### config.mk
export PLATFORM = sky130hd
export DESIGN_NAME = mul_sub_add_unit
export DESIGN_NICKNAME = d
export VERILOG_FILES = /design/src/rtl/msa_pkg.sv /design/src/rtl/msa_smul.sv /design/src/rtl/msa_ctrl.sv /design/src/rtl/msa_opreg.sv /design/src/rtl/msa_arith.sv /design/src/rtl/mul_sub_add_unit.sv
export SDC_FILE = /design/constraint.sdc
export NUM_CORES = 1
export LEC_CHECK = 0
export ABC_CLOCK_PERIOD_IN_PS = 16900
export BUFFER_PORTS_ARGS = -buffer_cell sky130_fd_sc_hd__clkbuf_2
export CORE_AREA = 2 2 120 122
export CTS_BUF_LIST = sky130_fd_sc_hd__clkbuf_2 sky130_fd_sc_hd__clkbuf_4 sky130_fd_sc_hd__clkbuf_8
export CTS_CLUSTER_SIZE = 12
export DETAILED_ROUTE_END_ITERATION = 7
export DIE_AREA = 0 0 122 124
export PLACE_DENSITY = 0.73
export RECOVER_POWER = 25
export SLEW_MARGIN = 0
export SYNTH_ARGS = -nofsm -noshare
export SYNTH_HDL_FRONTEND = slang
export SYNTH_HIERARCHICAL = 1
export SYNTH_SLANG_ARGS = --single-unit
### constraint.sdc
create_clock -name clk -period 16.9 [get_ports clk]
set_input_delay 3.38 -clock clk [delete_from_list [all_inputs] [get_ports clk]]
set_output_delay 3.38 -clock clk [all_outputs]
set_load 0.03 [all_outputs]
### src/rtl/msa_pkg.sv
package msa_pkg;

   localparam int SCHED_ONE_MUL = 0;
   localparam int SCHED_TWO_MUL = 1;
   localparam int SCHED_FLAT    = 2;

   localparam int STEP_W  = 2;
   localparam int N_OPS   = 5;

   localparam int OP_IDX_A = 0;
   localparam int OP_IDX_B = 1;
   localparam int OP_IDX_C = 2;
   localparam int OP_IDX_D = 3;
   localparam int OP_IDX_F = 4;

   function automatic int lat_of(input int sched);
      case (sched)
         SCHED_ONE_MUL: return 3;
         SCHED_TWO_MUL: return 2;
         default:       return 1;
      endcase
   endfunction

   function automatic int res_w_of(input int op_w);
      return 2 * op_w + 2;
   endfunction

endpackage

### src/rtl/msa_smul.sv
module msa_smul #(
   parameter int W = 8
) (
   input  logic signed [W-1:0]   a,
   input  logic signed [W-1:0]   b,
   output logic signed [2*W-1:0] p
);
   assign p = a * b;
endmodule

### src/rtl/msa_ctrl.sv
module msa_ctrl
   import msa_pkg::*;
#(
   parameter int LAT = 3
) (
   input  logic              clk,
   input  logic              rst_n,
   input  logic              start,
   output logic              busy,
   output logic              finish,
   output logic [STEP_W-1:0] step,
   output logic              done
);
   localparam logic [STEP_W-1:0] LAST_STEP = STEP_W'(LAT - 1);

   logic accept;

   assign accept = start && !busy;
   assign finish = busy && (step == LAST_STEP);

   always_ff @(posedge clk) begin
      if (!rst_n) begin
         busy <= 1'b0;
         step <= '0;
         done <= 1'b0;
      end else begin
         done <= finish;
         if (accept) begin
            busy <= 1'b1;
            step <= '0;
         end else if (finish) begin
            busy <= 1'b0;
            step <= '0;
         end else if (busy) begin
            step <= step + STEP_W'(1);
         end
      end
   end
endmodule

### src/rtl/msa_opreg.sv
module msa_opreg #(
   parameter int W = 8,
   parameter int N = 5
) (
   input  logic                clk,
   input  logic                rst_n,
   input  logic                load,
   input  logic [N-1:0][W-1:0] d,
   output logic [N-1:0][W-1:0] q
);
   for (genvar i = 0; i < N; i++) begin : g_op
      always_ff @(posedge clk) begin
         if (!rst_n)
            q[i] <= '0;
         else if (load)
            q[i] <= d[i];
      end
   end
endmodule

### src/rtl/msa_arith.sv
module msa_arith
   import msa_pkg::*;
#(
   parameter int OP_W  = 8,
   parameter int SCHED = SCHED_ONE_MUL,
   localparam int RES_W = 2 * OP_W + 2,
   localparam int PR_W  = 2 * OP_W
) (
   input  logic                    clk,
   input  logic                    rst_n,
   input  logic                    run,
   input  logic                    finish,
   input  logic [STEP_W-1:0]       step,
   input  logic signed [OP_W-1:0]  a,
   input  logic signed [OP_W-1:0]  b,
   input  logic signed [OP_W-1:0]  c,
   input  logic signed [OP_W-1:0]  d,
   input  logic signed [OP_W-1:0]  f,
   output logic signed [RES_W-1:0] x
);
   logic signed [RES_W-1:0] f_ext;
   assign f_ext = RES_W'(f);

   if (SCHED == SCHED_ONE_MUL) begin : g_serial
      logic signed [OP_W-1:0]  mul_l, mul_r;
      logic signed [PR_W-1:0]  prod;
      logic signed [RES_W-1:0] prod_ext, acc;

      assign mul_l    = (step == STEP_W'(0)) ? a : c;
      assign mul_r    = (step == STEP_W'(0)) ? b : d;
      assign prod_ext = RES_W'(prod);

      msa_smul #(.W(OP_W)) u_mul (.a(mul_l), .b(mul_r), .p(prod));

      always_ff @(posedge clk) begin
         if (!rst_n) begin
            acc <= '0;
            x   <= '0;
         end else begin
            if (run && step == STEP_W'(0)) acc <= prod_ext;
            if (run && step == STEP_W'(1)) acc <= acc - prod_ext;
            if (finish)                    x   <= acc + f_ext;
         end
      end
   end else if (SCHED == SCHED_TWO_MUL) begin : g_pair
      logic signed [PR_W-1:0]  prod_ab, prod_cd;
      logic signed [RES_W-1:0] hold_ab, hold_cd;

      msa_smul #(.W(OP_W)) u_mul_ab (.a(a), .b(b), .p(prod_ab));
      msa_smul #(.W(OP_W)) u_mul_cd (.a(c), .b(d), .p(prod_cd));

      always_ff @(posedge clk) begin
         if (!rst_n) begin
            hold_ab <= '0;
            hold_cd <= '0;
            x       <= '0;
         end else begin
            if (run && step == STEP_W'(0)) begin
               hold_ab <= RES_W'(prod_ab);
               hold_cd <= RES_W'(prod_cd);
            end
            if (finish) x <= hold_ab - hold_cd + f_ext;
         end
      end
   end else begin : g_flat
      logic signed [PR_W-1:0] prod_ab, prod_cd;
      logic                   unused_ctl;

      assign unused_ctl = run ^ (^step);

      msa_smul #(.W(OP_W)) u_mul_ab (.a(a), .b(b), .p(prod_ab));
      msa_smul #(.W(OP_W)) u_mul_cd (.a(c), .b(d), .p(prod_cd));

      always_ff @(posedge clk) begin
         if (!rst_n)
            x <= '0;
         else if (finish)
            x <= RES_W'(prod_ab) - RES_W'(prod_cd) + f_ext;
      end
   end
endmodule

### src/rtl/mul_sub_add_unit.sv
module mul_sub_add_unit
   import msa_pkg::*;
#(
   parameter int OP_W  = 8,
   parameter int SCHED = SCHED_ONE_MUL,
   localparam int RES_W = 2 * OP_W + 2,
   localparam int LAT   = lat_of(SCHED)
) (
   input  logic             clk,
   input  logic             rst_n,
   input  logic             start_i,
   input  logic [OP_W-1:0]  a_i,
   input  logic [OP_W-1:0]  b_i,
   input  logic [OP_W-1:0]  c_i,
   input  logic [OP_W-1:0]  d_i,
   input  logic [OP_W-1:0]  f_i,
   output logic             busy_o,
   output logic             done_o,
   output logic [RES_W-1:0] x_o
);
   initial begin
      assert (SCHED >= SCHED_ONE_MUL && SCHED <= SCHED_FLAT)
         else $fatal(1, "mul_sub_add_unit: SCHED out of range");
      assert (OP_W >= 2)
         else $fatal(1, "mul_sub_add_unit: OP_W too small");
   end

   logic                          busy, finish, load;
   logic [STEP_W-1:0]             step;
   logic [N_OPS-1:0][OP_W-1:0]    ops_in, ops_q;
   logic signed [RES_W-1:0]       x_s;

   assign ops_in[OP_IDX_A] = a_i;
   assign ops_in[OP_IDX_B] = b_i;
   assign ops_in[OP_IDX_C] = c_i;
   assign ops_in[OP_IDX_D] = d_i;
   assign ops_in[OP_IDX_F] = f_i;
   assign load             = start_i && !busy;

   msa_ctrl #(.LAT(LAT)) u_ctrl (
      .clk    (clk),
      .rst_n  (rst_n),
      .start  (start_i),
      .busy   (busy),
      .finish (finish),
      .step   (step),
      .done   (done_o)
   );

   msa_opreg #(.W(OP_W), .N(N_OPS)) u_ops (
      .clk   (clk),
      .rst_n (rst_n),
      .load  (load),
      .d     (ops_in),
      .q     (ops_q)
   );

   msa_arith #(.OP_W(OP_W), .SCHED(SCHED)) u_arith (
      .clk    (clk),
      .rst_n  (rst_n),
      .run    (busy),
      .finish (finish),
      .step   (step),
      .a      (ops_q[OP_IDX_A]),
      .b      (ops_q[OP_IDX_B]),
      .c      (ops_q[OP_IDX_C]),
      .d      (ops_q[OP_IDX_D]),
      .f      (ops_q[OP_IDX_F]),
      .x      (x_s)
   );

   assign busy_o = busy;
   assign x_o    = x_s;
endmodule

Word level (Yosys, flattened, before mapping)
Cells that the tools add are included.

cells by class
  bitwise logic cells = 1
  reductions and logical operators = 9
  mux-type cells = 6
  equality and inequality tests = 2
  $add $sub $neg = 3
  multiply operators = 1

operators by type and width
  operator               count
  $mux W18               2
  $add A18 B8 Y18        1
  $sub A18 B16 Y18       1
  $mul A8 B8 Y16         1
  $mux W8                2
  $logic_and A1 B1 Y1    4
  $reduce_bool A2 Y1     2
  $reduce_or A3 Y1       1
  $add A2 B1 Y2 const B  1
  $eq A2 B1 Y1 const B   1
  $eq A2 B2 Y1 const B   1
  $logic_not A2 Y1       1
  $mux W1                2
  $logic_not A1 Y1       1
  $not A1 Y1             1

word-level totals
  output and inout bits = 20
  input port bits = 43
  logic and storage cells = 32
  bits in registers = 80

Depth between registers and ports, before layout
  depth after elaboration = 5
  depth in mapped cells = 31

By module
Netlist, hierarchy kept.

modules (own cells, without submodules)
  module            area an instance (um2)  times used  sequential area each (um2)  cells each
  msa_arith         3223.1                  1           720.7                       393
  msa_smul          2512.4                  1           0.0                         284
  msa_opreg         1557.7                  1           800.8                       129
  msa_ctrl          180.2                   1           80.1                        17
  mul_sub_add_unit  13.8                    1           0.0                         1

Worst setup path before layout
Ideal clock, no wire load.

  path kind = register to register
  start = register u_ctrl.step[0]
  end = register u_arith.g_serial.acc[16]
  data arrival time = 6777 ps
  path buffers = 2
  path slack = 10033 ps
  library setup time = 91 ps
  period minus slack after synthesis = 6867 ps
  stages on the path, launching flop included = 30
  path through = dfxtp_1 -> clkbuf_1 -> nor2_1 -> clkbuf_1 -> mux2_2 -> and2_1 -> fa_1 -> inv_1 -> fa_1 -> inv_1 -> fa_1 -> inv_1 -> fa_1 -> inv_1 -> ha_1 -> o21a_1 -> o31a_1 -> o21a_1 -> nor2_1 -> xnor2_1 -> inv_1 -> ha_1 -> a21oi_1 -> o21ai_0 -> a21oi_1 -> o31ai_2 -> a221o_1 -> a21oi_1 -> xor2_1 -> a311oi_1

on the way
  longest elaborated chain between the ends = 5
  elaborated cells on any way between the ends = 11
  classes of those cells = 1 x add/sub; 1 x mul; 1 x eq/ne; 4 x mux; 4 x reduce/logical

ends and longest elaborated chain
  what                                 RTL line         RTL
  start: declaration                   msa_ctrl.sv:11   output logic [STEP_W-1:0] step,
  start signal: assignment             msa_ctrl.sv:35   step <= step + STEP_W'(1);
  $logic_not A2 Y1                     msa_arith.sv:30  assign mul_r = (step == STEP_W'(0)) ? b : d;
  $mux W8                              msa_arith.sv:30
  named net u_arith.g_serial.mul_r[2]  msa_arith.sv:25  logic signed [OP_W-1:0] mul_l, mul_r;
  $mul A8 B8 Y16                       msa_smul.sv:8    assign p = a * b;
  named net u_arith.g_serial.prod[10]  msa_arith.sv:26  logic signed [PR_W-1:0] prod;
  $sub A18 B16 Y18                     msa_arith.sv:41  if (run && step == STEP_W'(1)) acc <= acc - prod_ext;
  $mux W18                             msa_arith.sv:41
  end signal: assignment               msa_arith.sv:40  if (run && step == STEP_W'(0)) acc <= prod_ext;
  end signal: assignment               msa_arith.sv:41
  end: declaration                     msa_arith.sv:27  logic signed [RES_W-1:0] prod_ext, acc;

The timed path passes the listed nets, and every way through them passes these cells. The select of a mux whose other input is x is not followed.
A chain may end at the register's enable or synchronous reset.

Final worst setup path
Same ends and word-level chain as after synthesis.

==> summary.md <==
| Metric | Value |
|---|---|
| Worst Hold Class | `flip-flop to flip-flop` |
| Place WS | `approximately 10000 ps` |
| Cell Pwr Density | `between 70 and 80 nW/um^2` |
| FF/Latch Area | `1600 sq um` |
| Via Count | `between 5000 and 6000` |
| I/O pin cnt | `63` |
| Post-Route Utilization | `0.589` |
| Critical path's slowest cell | `dfxtp_1` |
| Static leakage | `3.70 nW` |
| Router iterations before antenna repair | `4` |
| Synthesis-to-finish area growth | `7.90%` |
| GRT Total Usage | `0.213` |
| Clk slew on worst S/H paths | `~90 ps` |
| Height of the die | `124 microns` |
| Area of the multi-input gates | `approximately 5300 sq um` |
| Setup-failing EPs final | `0` |
| Int Power | `between 0.3 and 0.4 mW` |
| Slew margin rel. | `-0.544` |
| Netlist Area Pre-Place | `7490 sq um` |
| Launching point of the worst reg2reg path | `u_ctrl/step[0]` |
| Failing checks | `max-capacitance violations, max-slew violations` |
| Worst-skew pair later-pin latency | `~380 ps` |
| DP HPWL | `between 10000 and 15000 microns` |
| H-tree depth | `3` |
| Setup Buffers After CTS | `0` |
| Layout cells sized above 1 | `0.138` |
| Initial antenna violation count | `0` |
| Sw Ratio | `0.387` |
| Mux contribution to synthesized area | `0.0953` |
| First-pass GRT wire length | `~26000 microns` |
| Peak supply drop | `between 0.04 and 0.05 mV` |
| Starting density of the core | `0.546` |
| Final cycle utilization of the critical path | `0.424` |
| Tmin final | `just over 7000 ps` |
| Final hold vios | `0` |
| Ys Warns | `6` |
| Max Cap Violations | `1` |
| Synth cell types | `63` |
| Xor-xnor portion of the synthesized cell area | `0.0456` |
| RSZ-0062 raised after global routing | `false` |
| Asr flop ratio synth | `0` |
| Bufs on Longest Clock Path | `2` |
| Placed Area | `between 7000 and 8000 sq um` |
| Placed cells | `1046` |
| Die Wd | `approximately 120 microns` |
| Net switching power | `roughly 0.24 mW` |
| Row count | `43` |
| Post-route worst setup slack | `slightly below 10000 ps` |
| RePlAce Congestion | `around 0.93` |
| Hold_sp | `u_arith/x[15]` |
| Total CTS buffers | `9` |
| Antenna cells | `0` |
| Nets | `1041` |
| Die area | `roughly 15000 sq um` |
| Syn_area_per_cell | `9.09 sq um` |
| Synth Area in Adders | `0.259` |
| Most used DFF post-synth | `dfxtp_1` |
| Core box area | `roughly 14000 sq um` |
| Sequential share of the synthesized area | `0.214` |
| Post-Syn Instances | `around 800` |
| Cell at the root of the clock tree | `clkbuf_8` |
| Cts hold-fix bufs | `0` |
| Post-synth EDFFs | `0` |
| Setup Skew | `12.8 ps` |
| Post-route ant nets | `0` |
| Synthesis-stage register bit count | `80` |
| Largest net degree at the start of global routing | `65` |
| Final Instance Count excl. Fillers | `between 1000 and 1500` |
| GRT overflow | `0` |
| PortBufs | `62` |
| Combinational share of power | `0.432` |
| Startpoint types | `flip-flop` |
| Sequential power share | `0.347` |
| Kind of critical path | `flip-flop to flip-flop` |
| Final Slew Violations | `65` |
| Crit. End Element | `flip-flop` |
| Fmax | `0.139 GHz` |
| Worst EP required | `between 15000 and 20000 ps` |
| Crit-path max cell delay | `between 900 and 1000 ps` |
| Net Count, Synth | `~990` |
| Fillers | `around 1300` |
| Largest family of logic cells by synthesized area | `adder cells` |
| PnR Total Power | `~0.61 mW` |
| Crit path from | `u_ctrl/step[0]` |
| Worst-margin pin slew | `approximately 2300 ps` |
| DRC Markers | `0` |
| Clk sink count | `80` |
| Post-route cell area | `8080 sq um` |
| Vias per cell | `5.32` |
| Most numerous cell on the critical path | `inv_1` |
| Worst-path maximum fanout | `28` |
| Post-cts sizing count | `0` |
| Simple-Gate Fraction of Synth Area | `0.177` |
| Total wire length | `roughly 15000 microns` |
| Clock power share | `0.221` |
| Avg WL per Cell | `between 10 and 15 microns` |
| Drt initial violations | `between 300 and 400` |
| Compound-cell area share of the yosys netlist | `0.135` |
| CTS tree | `done` |
| Status | `finished, violations left` |
| Crit path DAT | `roughly 7400 ps` |
| TNS Setup | `0 ps` |
| Vias in the first global route | `roughly 5600` |
| Hold slack | `approximately 460 ps` |
layout by cell type, fill, tap and decap left out, types with 3 or more instances in the layout:
cell type,instances
o21ai_1,5
o21ai_0,33
fa_1,57
nand3_1,12
a21oi_2,3
ha_1,64
inv_1,104
nand2b_1,11
nor2b_1,53
clkbuf_8,10
buf_4,4
a31oi_1,3
nand4_1,7
a21o_1,8
a21oi_1,40
o21a_1,8
xor2_1,12
nand2_1,39
o31ai_1,3
and2_1,46
mux2_2,18
a211oi_1,11
a311oi_1,4
clkbuf_2,62
nor2_1,43
and3_1,7
xnor2_1,27
mux2i_1,51
nor3_1,8
dfxtp_1,80
worst paths after layout:
path | cells past startpoint | slack (ps) | endpoint
worst min-delay path | 2 | 460 | u_arith/x[15]
worst max register to register | 28 | 9730 | u_arith/g_serial.acc[16]
worst max-delay path | 28 | 9730 | u_arith/g_serial.acc[16]
worst min register to register | 2 | 460 | u_arith/x[15]
cells by family after synthesis:
logic type / after synthesis
AOI/OAI and AO/OA: 146
buffers and inverters: 129
DFF: 80
and+or+nand+nor: 240
adders and majority gates: 121
muxes: 69
xor gates and xnor gates: 39
worst max-delay path: cells and delay by family, from the launching register on:
family          cells  cell delay, ps
compound gates     10            1650
flops               1             940
xor+xnor            2             280
simple gates        3             420
buf+inv             6             520
fa+ha+maj           6            2800
mux                 1             350
synthesized netlist by cell type (all sizes together) (2+ instances only):
| library cell | count | share of area |
|---|---|---|
| inv | 104 | 0.052 |
| dfxtp | 80 | 0.21 |
| ha | 64 | 0.11 |
| fa | 57 | 0.15 |
| nor2b | 56 | 0.049 |
| mux2i | 51 | 0.068 |
| and2 | 46 | 0.038 |
| a21oi | 43 | 0.030 |
| nor2 | 43 | 0.022 |
| nand2 | 39 | 0.020 |
| o21ai | 38 | 0.025 |
| xnor2 | 27 | 0.032 |
| clkbuf | 19 | 0.0095 |
| mux2 | 18 | 0.027 |
| a211oi | 12 | 0.013 |
| nand3 | 12 | 0.0080 |
| xor2 | 12 | 0.014 |
| nand2b | 11 | 0.0092 |
| a21o | 9 | 0.0092 |
| nor3 | 8 | 0.0053 |
| o21a | 8 | 0.0080 |
| and3 | 7 | 0.0058 |
| nand4 | 7 | 0.0058 |
| a311oi | 6 | 0.010 |
| buf | 6 | 0.013 |
| o31ai | 5 | 0.0063 |
| a21boi | 3 | 0.0030 |
| a31oi | 3 | 0.0025 |
| o31a | 3 | 0.0047 |
| nand3b | 2 | 0.0020 |
| nor4 | 2 | 0.0037 |
| nor4b | 2 | 0.0032 |
| o211ai | 2 | 0.0020 |
| o21bai | 2 | 0.0020 |
| o41ai | 2 | 0.0043 |
| or4 | 2 | 0.0020 |
registers in the layout, summed over array words and instances (netlist names):
| signal | cells |
|---|---|
| u_arith/g_serial.acc | 18 |
| u_ops/q | 40 |
| u_ctrl/busy | 1 |
| u_arith/x | 18 |
| u_ctrl/step | 2 |
| u_ctrl/done | 1 |
layer usage:
| metal | vias to the layer above | track usage | wire, microns |
|---|---|---|---|
| li1 | 2880 | - | - |
| met1 | 2636 | 0.276 | 6970 |
| met2 | 113 | 0.358 | 6920 |
| met3 | 22 | 0.0366 | 502 |
| met4 | 0 | 0.0754 | 265 |
| met5 | - | 0 | 0 |
power groups by stage:
stage               Combinational (mW)  Sequential (mW)  Clock [mW]
CTS                              0.264            0.212       0.140
floorplan                        0.219            0.212           0
global placement                 0.258            0.217           0
global route                     0.298            0.214       0.148
detailed placement               0.262            0.217           0
finish                           0.265            0.212       0.136
cell type report:
type / instances / area share
multi-input cells: 615 / 0.660
flip-flops and latches: 80 / 0.198
inverters: 104 / 0.0483
repair buffers: 67 / 0.0426
well taps: 180 / 0.0279
clock buffers: 10 / 0.0170
clock inverters: 6 / 0.00604
No activity file was read; power rests on OpenSTA's default activity.
